--- config.mk ---
export PLATFORM = sky130hd
export DESIGN_NAME = quad_edge_counter
export DESIGN_NICKNAME = d
export VERILOG_FILES = /design/src/rtl/qec_pkg.sv /design/src/rtl/qec_sync_filter.sv /design/src/rtl/qec_channel.sv /design/src/rtl/quad_edge_counter.sv
export SDC_FILE = /design/constraint.sdc
export NUM_CORES = 1
export LEC_CHECK = 0
export CORE_ASPECT_RATIO = 0.8
export CORE_UTILIZATION = 30
export CTS_CLUSTER_SIZE = 12
export DETAILED_ROUTE_END_ITERATION = 12
export DONT_BUFFER_PORTS = 1
export HOLD_SLACK_MARGIN = 0.15
export REMOVE_ABC_BUFFERS = 1
export SYNTH_ARGS = -nofsm -noshare
export SYNTH_HDL_FRONTEND = slang
export SYNTH_SLANG_ARGS = --single-unit
--- constraint.sdc ---
create_clock -name clk -period 9.8 [get_ports clk]
set_input_delay 0 -clock clk [delete_from_list [all_inputs] [get_ports clk]]
set_output_delay 0 -clock clk [all_outputs]
set_load 0.05 [all_outputs]
--- src/rtl/qec_pkg.sv ---
package qec_pkg;

  localparam int NUM_CH = 2;

  typedef enum logic [1:0] {
    ACT_HOLD  = 2'd0,
    ACT_INC   = 2'd1,
    ACT_DEC   = 2'd2,
    ACT_HOLD3 = 2'd3
  } act_e;

  typedef enum logic [1:0] {
    CTL_IGNORE    = 2'd0,
    CTL_GATE_LO   = 2'd1,
    CTL_INVERT_LO = 2'd2,
    CTL_GATE_HI   = 2'd3
  } ctl_mode_e;

  // Map an action code to a unit step.
  function automatic logic signed [1:0] code_to_delta(input logic [1:0] code);
    case (act_e'(code))
      ACT_INC: return 2'sb01;
      ACT_DEC: return 2'sb11;
      default: return 2'sb00;
    endcase
  endfunction

  // Apply the steering-line policy to a unit step.
  function automatic logic signed [1:0] steer(input logic signed [1:0] d,
                                              input logic [1:0] mode,
                                              input logic ctl);
    case (ctl_mode_e'(mode))
      CTL_GATE_LO:   return ctl ? d : 2'sb00;
      CTL_INVERT_LO: return ctl ? d : -d;
      CTL_GATE_HI:   return ctl ? 2'sb00 : d;
      default:       return d;
    endcase
  endfunction

  // Net of two unit steps, range -2..+2.
  function automatic logic signed [2:0] net_step(input logic signed [1:0] a,
                                                 input logic signed [1:0] b);
    return {a[1], a} + {b[1], b};
  endfunction

endpackage

--- src/rtl/qec_sync_filter.sv ---
module qec_sync_filter #(
  parameter int FLT_W = 10
) (
  input  logic             clk,
  input  logic             rst_n,
  input  logic             din,
  input  logic             flt_en,
  input  logic [FLT_W-1:0] thr,
  output logic             dout
);

  logic             s1_q, s2_q, f_q;
  logic [FLT_W-1:0] run_q;
  logic [FLT_W-1:0] thr_eff;
  logic             held_long;

  assign thr_eff   = (thr == '0) ? FLT_W'(1) : thr;
  assign held_long = ({1'b0, run_q} + 1'b1) >= {1'b0, thr_eff};

  always_ff @(posedge clk or negedge rst_n) begin
    if (!rst_n) begin
      s1_q <= 1'b0;
      s2_q <= 1'b0;
    end else begin
      s1_q <= din;
      s2_q <= s1_q;
    end
  end

  always_ff @(posedge clk or negedge rst_n) begin
    if (!rst_n) begin
      f_q   <= 1'b0;
      run_q <= '0;
    end else if (!flt_en) begin
      f_q   <= s2_q;
      run_q <= '0;
    end else if (s2_q == f_q) begin
      run_q <= '0;
    end else if (held_long) begin
      f_q   <= s2_q;
      run_q <= '0;
    end else begin
      run_q <= run_q + 1'b1;
    end
  end

  assign dout = f_q;

endmodule

--- src/rtl/qec_channel.sv ---
module qec_channel
  import qec_pkg::*;
(
  input  logic              clk,
  input  logic              rst_n,
  input  logic              sig_f,
  input  logic              ctl_f,
  input  logic [1:0]        rise_code,
  input  logic [1:0]        fall_code,
  input  logic [1:0]        mode,
  output logic              rise_ev,
  output logic              fall_ev,
  output logic signed [1:0] delta
);

  logic sig_d_q;
  logic signed [1:0] raw;

  always_ff @(posedge clk or negedge rst_n) begin
    if (!rst_n) sig_d_q <= 1'b0;
    else        sig_d_q <= sig_f;
  end

  assign rise_ev = sig_f & ~sig_d_q;
  assign fall_ev = ~sig_f & sig_d_q;

  always_comb begin
    if (rise_ev)      raw = code_to_delta(rise_code);
    else if (fall_ev) raw = code_to_delta(fall_code);
    else              raw = 2'sb00;
  end

  assign delta = steer(raw, mode, ctl_f);

endmodule

--- src/rtl/quad_edge_counter.sv ---
module quad_edge_counter
  import qec_pkg::*;
#(
  parameter int CNT_W = 16,
  parameter int FLT_W = 10
) (
  input  logic             clk,
  input  logic             rst_n,
  input  logic             clr,
  input  logic [1:0]       sig_in,
  input  logic [1:0]       ctl_in,
  input  logic [3:0]       rise_act,
  input  logic [3:0]       fall_act,
  input  logic [3:0]       ctl_mode,
  input  logic             flt_en,
  input  logic [FLT_W-1:0] flt_thr,
  output logic [CNT_W-1:0] count
);

  localparam int EXT_W = CNT_W - 3;

  logic [NUM_CH-1:0]   sig_f;
  logic [NUM_CH-1:0]   ctl_f;
  logic [NUM_CH-1:0]   rise_ev;
  logic [NUM_CH-1:0]   fall_ev;
  logic [2*NUM_CH-1:0] ch_delta;
  logic signed [2:0]   step;
  logic [CNT_W-1:0]    count_q;

  for (genvar c = 0; c < NUM_CH; c++) begin : g_ch
    logic signed [1:0] d;

    qec_sync_filter #(.FLT_W(FLT_W)) u_sig_flt (
      .clk(clk), .rst_n(rst_n), .din(sig_in[c]),
      .flt_en(flt_en), .thr(flt_thr), .dout(sig_f[c])
    );

    qec_sync_filter #(.FLT_W(FLT_W)) u_ctl_flt (
      .clk(clk), .rst_n(rst_n), .din(ctl_in[c]),
      .flt_en(flt_en), .thr(flt_thr), .dout(ctl_f[c])
    );

    qec_channel u_ch (
      .clk(clk), .rst_n(rst_n),
      .sig_f(sig_f[c]), .ctl_f(ctl_f[c]),
      .rise_code(rise_act[2*c +: 2]),
      .fall_code(fall_act[2*c +: 2]),
      .mode(ctl_mode[2*c +: 2]),
      .rise_ev(rise_ev[c]), .fall_ev(fall_ev[c]),
      .delta(d)
    );

    assign ch_delta[2*c +: 2] = d;
  end

  assign step = net_step(signed'(ch_delta[1:0]), signed'(ch_delta[3:2]));

  always_ff @(posedge clk or negedge rst_n) begin
    if (!rst_n)   count_q <= '0;
    else if (clr) count_q <= '0;
    else          count_q <= count_q + {{EXT_W{step[2]}}, step};
  end

  assign count = count_q;

endmodule

==> impl_results.md <==
* Fmax at 255.8 MHz
* Drt initial violations at 173
* Sw frac at 0.3633
* Worst R2R Setup Slack at 5890 ps
* Final cell count without fillers at 720
* Worst Hold End: g_ch[1].u_sig_flt.dout$_DFFE_PN0P_
* Rows at 40
* Vias in the first global route at 3514
* Largest net degree at the start of global routing at 71
* Synth Area in Compound Gates at 0.1328
* Die width at 142.8 um
* Number of max-cap violations at 0
* Initial antenna violation count at 0
* Most Crowded Layer GR: met2
* I/O Pins at 46
* Post-Synthesis Cell Area at 4760 sq um
* Pin slew with the least headroom to its limit at 740.1 ps
* Combinational share of power at 0.213
* Int Pwr at 598.4 uW
* Slew margin rel. at 0.5050
* Met3 Track Usage GR at 0.02133
* P_sw at 341.4 uW
* Setup_tns at 0 ps
* R2r endpoint: count[15]$_DFF_PN0_
* Number of synthesized flops with an enable pin at 0
* Reg power frac at 0.441
* Fin. Hold Viols at 0
* ANT cells at 0
* Critical path class: reg2reg
* Layout area overhead at 13.51%
* Seq/Total Area, Yosys at 0.3680
* DR vias at 3498
* CP Max Fanout at 16
* First-pass GRT wire length at 17370 um
* CTS Buf Count at 9
* Vias/cell at 4.858
* Synth Instances at 489
* Top_reg_cell synth: dfrtp_1
* Setup Skew at 7.614 ps
* CTS tree: built
* Final Slew Violations at 0
* CTS resizes at 0
* Met1 global-route usage at 0.1775
* Core box area at 15260 sq um
* Simple-gate share of the synthesized area at 0.1935
* Share of layout cells above drive strength 1 at 0.06078
* Worst hold path class: in2reg
* Setup Buffers After CTS at 0
* Clock buffer depth at 2
* Worst r2r src: g_ch[1].u_sig_flt.dout$_DFFE_PN0P_
* Wire per inst at 14.55 um
* CP Capture Type: register
* Unrepaired setup endpoints after global routing: no
* Remaining DRCs at 0
* Gr usage total at 0.1388
* Xor and xnor area share after synthesis at 0.08097
* Hold buffer count at CTS at 8
* #FFs+latches synth at 70
* Leak pwr at 0.002554 uW
* Distinct cells, synth at 48
* Setup violations, final at 0
* Synth top area share at 0.3680
* Worst path required time at 9980 ps
* Die area at 16380 sq um
* Clock Power Share at 0.346
* PD cells at 173.9 nW/um^2
* Post-synthesis mux area share at 0.01656
* # nets final at 605
* Synth warn at 0
* Placed Cells at 697
* Min Hold Slack at 189.4 ps
* Period utilization at 0.3989
* Hold depth at 5
* H-tree depth at 3
* Largest cells by area after synthesis: dfrtp_1 37%, ha_1 17%, nor2b_1 6.0%
* Run status: finished, final reports clean
* Post-synthesis adder-cell area fraction at 0.1861
* Leading area contributor after synthesis: dfrtp_1
* Setup crit start kind: register
* Count of input and output buffers at 0
* Initial core utilization at 0.3118
* Worst VDD drop at 0.07329 mV
* Critical path data arrival time at 4080 ps
* Final Critical Period at 3909 ps
* Largest family of logic cells by synthesized area: simple AND/OR/NAND/NOR gates
* Most frequent cells in the layout: 70 x dfrtp_1, 66 x ha_1, 46 x nor2b_1
* Clk slew on worst S/H paths at 50 ps
* Antenna-violating nets left at 0
* Placer Congestion at 0.8705
* Worst-skew pair later-pin latency at 340 ps
* Die Ht at 114.7 um
* HPWL Detailed at 7771 um
* Hold_sp: flt_en
* Clock sinks at 70
* Most common cell after layout, fill and taps aside: dfrtp_1
* First-pass detailed-route iteration total at 4
* Async SR Flop Fraction at 1.000
* R2R depth at 12
* GRT overflow at 0
* Clk root buf: clkbuf_16
* Mean post-synth cell area at 9.733 sq um
* Met2 Resource Use GR at 0.2232
* Final wirelength at 10480 um
[worst max-delay path by stage]
stage,from,end,cells past startpoint
after floorplan,g_ch[0].u_sig_flt.dout$_DFFE_PN0P_,count[15]$_DFF_PN0_,12
after global placement,g_ch[1].u_sig_flt.dout$_DFFE_PN0P_,count[14]$_DFF_PN0_,12
after CTS,g_ch[1].u_sig_flt.dout$_DFFE_PN0P_,count[15]$_DFF_PN0_,12
after global routing,g_ch[0].u_sig_flt.dout$_DFFE_PN0P_,count[15]$_DFF_PN0_,12
after detailed placement,g_ch[1].u_sig_flt.dout$_DFFE_PN0P_,count[14]$_DFF_PN0_,12
final,g_ch[1].u_sig_flt.dout$_DFFE_PN0P_,count[15]$_DFF_PN0_,12
[layer usage]
metal  vias up  part of all wire
met2        51              0.47
met5         -                 0
met4         0             0.029
met1      1662              0.48
met3        19             0.023
li1       1766                 -
[through the flow]
stage | power [uW] | utilization | area [sq um] | setup WS [ps]
global placement | 602.3 | 0.3285 | 5015 | 6170
CTS | 946.7 | 0.3539 | 5403 | 5923
finish | 939.8 | 0.3539 | 5403 | 5891
detailed placement | 607.0 | 0.3285 | 5015 | 6038
floorplan | 561.3 | - | 4752 | 6482
global route | 986.8 | 0.3539 | 5403 | 5599
[worst max-delay path, cell delays in order (launching register included)]
cell	delay (ps)
dfrtp_1	440
nor3b_1	330
o21bai_1	160
nor2b_1	150
o21ai_1	180
o31ai_1	130
fa_1	710
ha_1	530
a21oi_1	130
o21a_1	250
a2111oi_2	500
or3_1	180
a21oi_1	60
[power groups by stage]
stage,Clock (uW),Combinational (uW),Sequential (uW)
after floorplan,0,152,409
after global placement,0,183,420
after detailed placement,0,187,420
after CTS,332,200,415
after global routing,344,226,417
final,325,200,414
[Yosys cell counts (4+ instances only)]
master	count
a21oi_1	30
a31oi_1	4
and3_1	10
dfrtp_1	70
ha_1	66
inv_1	26
mux2_1	5
nand2_1	34
nand2b_1	4
nand3_1	26
nand4_1	4
nor2_1	30
nor2b_1	46
nor3_1	8
nor3b_1	4
o211ai_2	4
o21a_1	5
o21ai_0	16
o21ai_1	9
xnor2_1	25
xor2_1	19
[cells by family (layout without fill, tap and decap cells)]
| family | after synthesis | after routing |
|---|---|---|
| and+or+nand+nor | 176 | 176 |
| buffers and inverters | 28 | 49 |
| adders and majority gates | 69 | 69 |
| xor gates and xnor gates | 44 | 44 |
| muxes | 7 | 7 |
| DFF | 70 | 70 |
| AOI/OAI and AO/OA | 95 | 95 |
[area by class of cell]
class	instances	area [sq um]
Timing Repair Buffer	8	97.59
Tap cell	210	262.8
Inverter	26	97.59
Multi-Input combinational cell	391	2903
Clock buffer	11	242.7
Fill cell	1514	9862
Sequential cell	70	1752
Clock inverter	4	47.55
(Power assumes the default switching activity.)
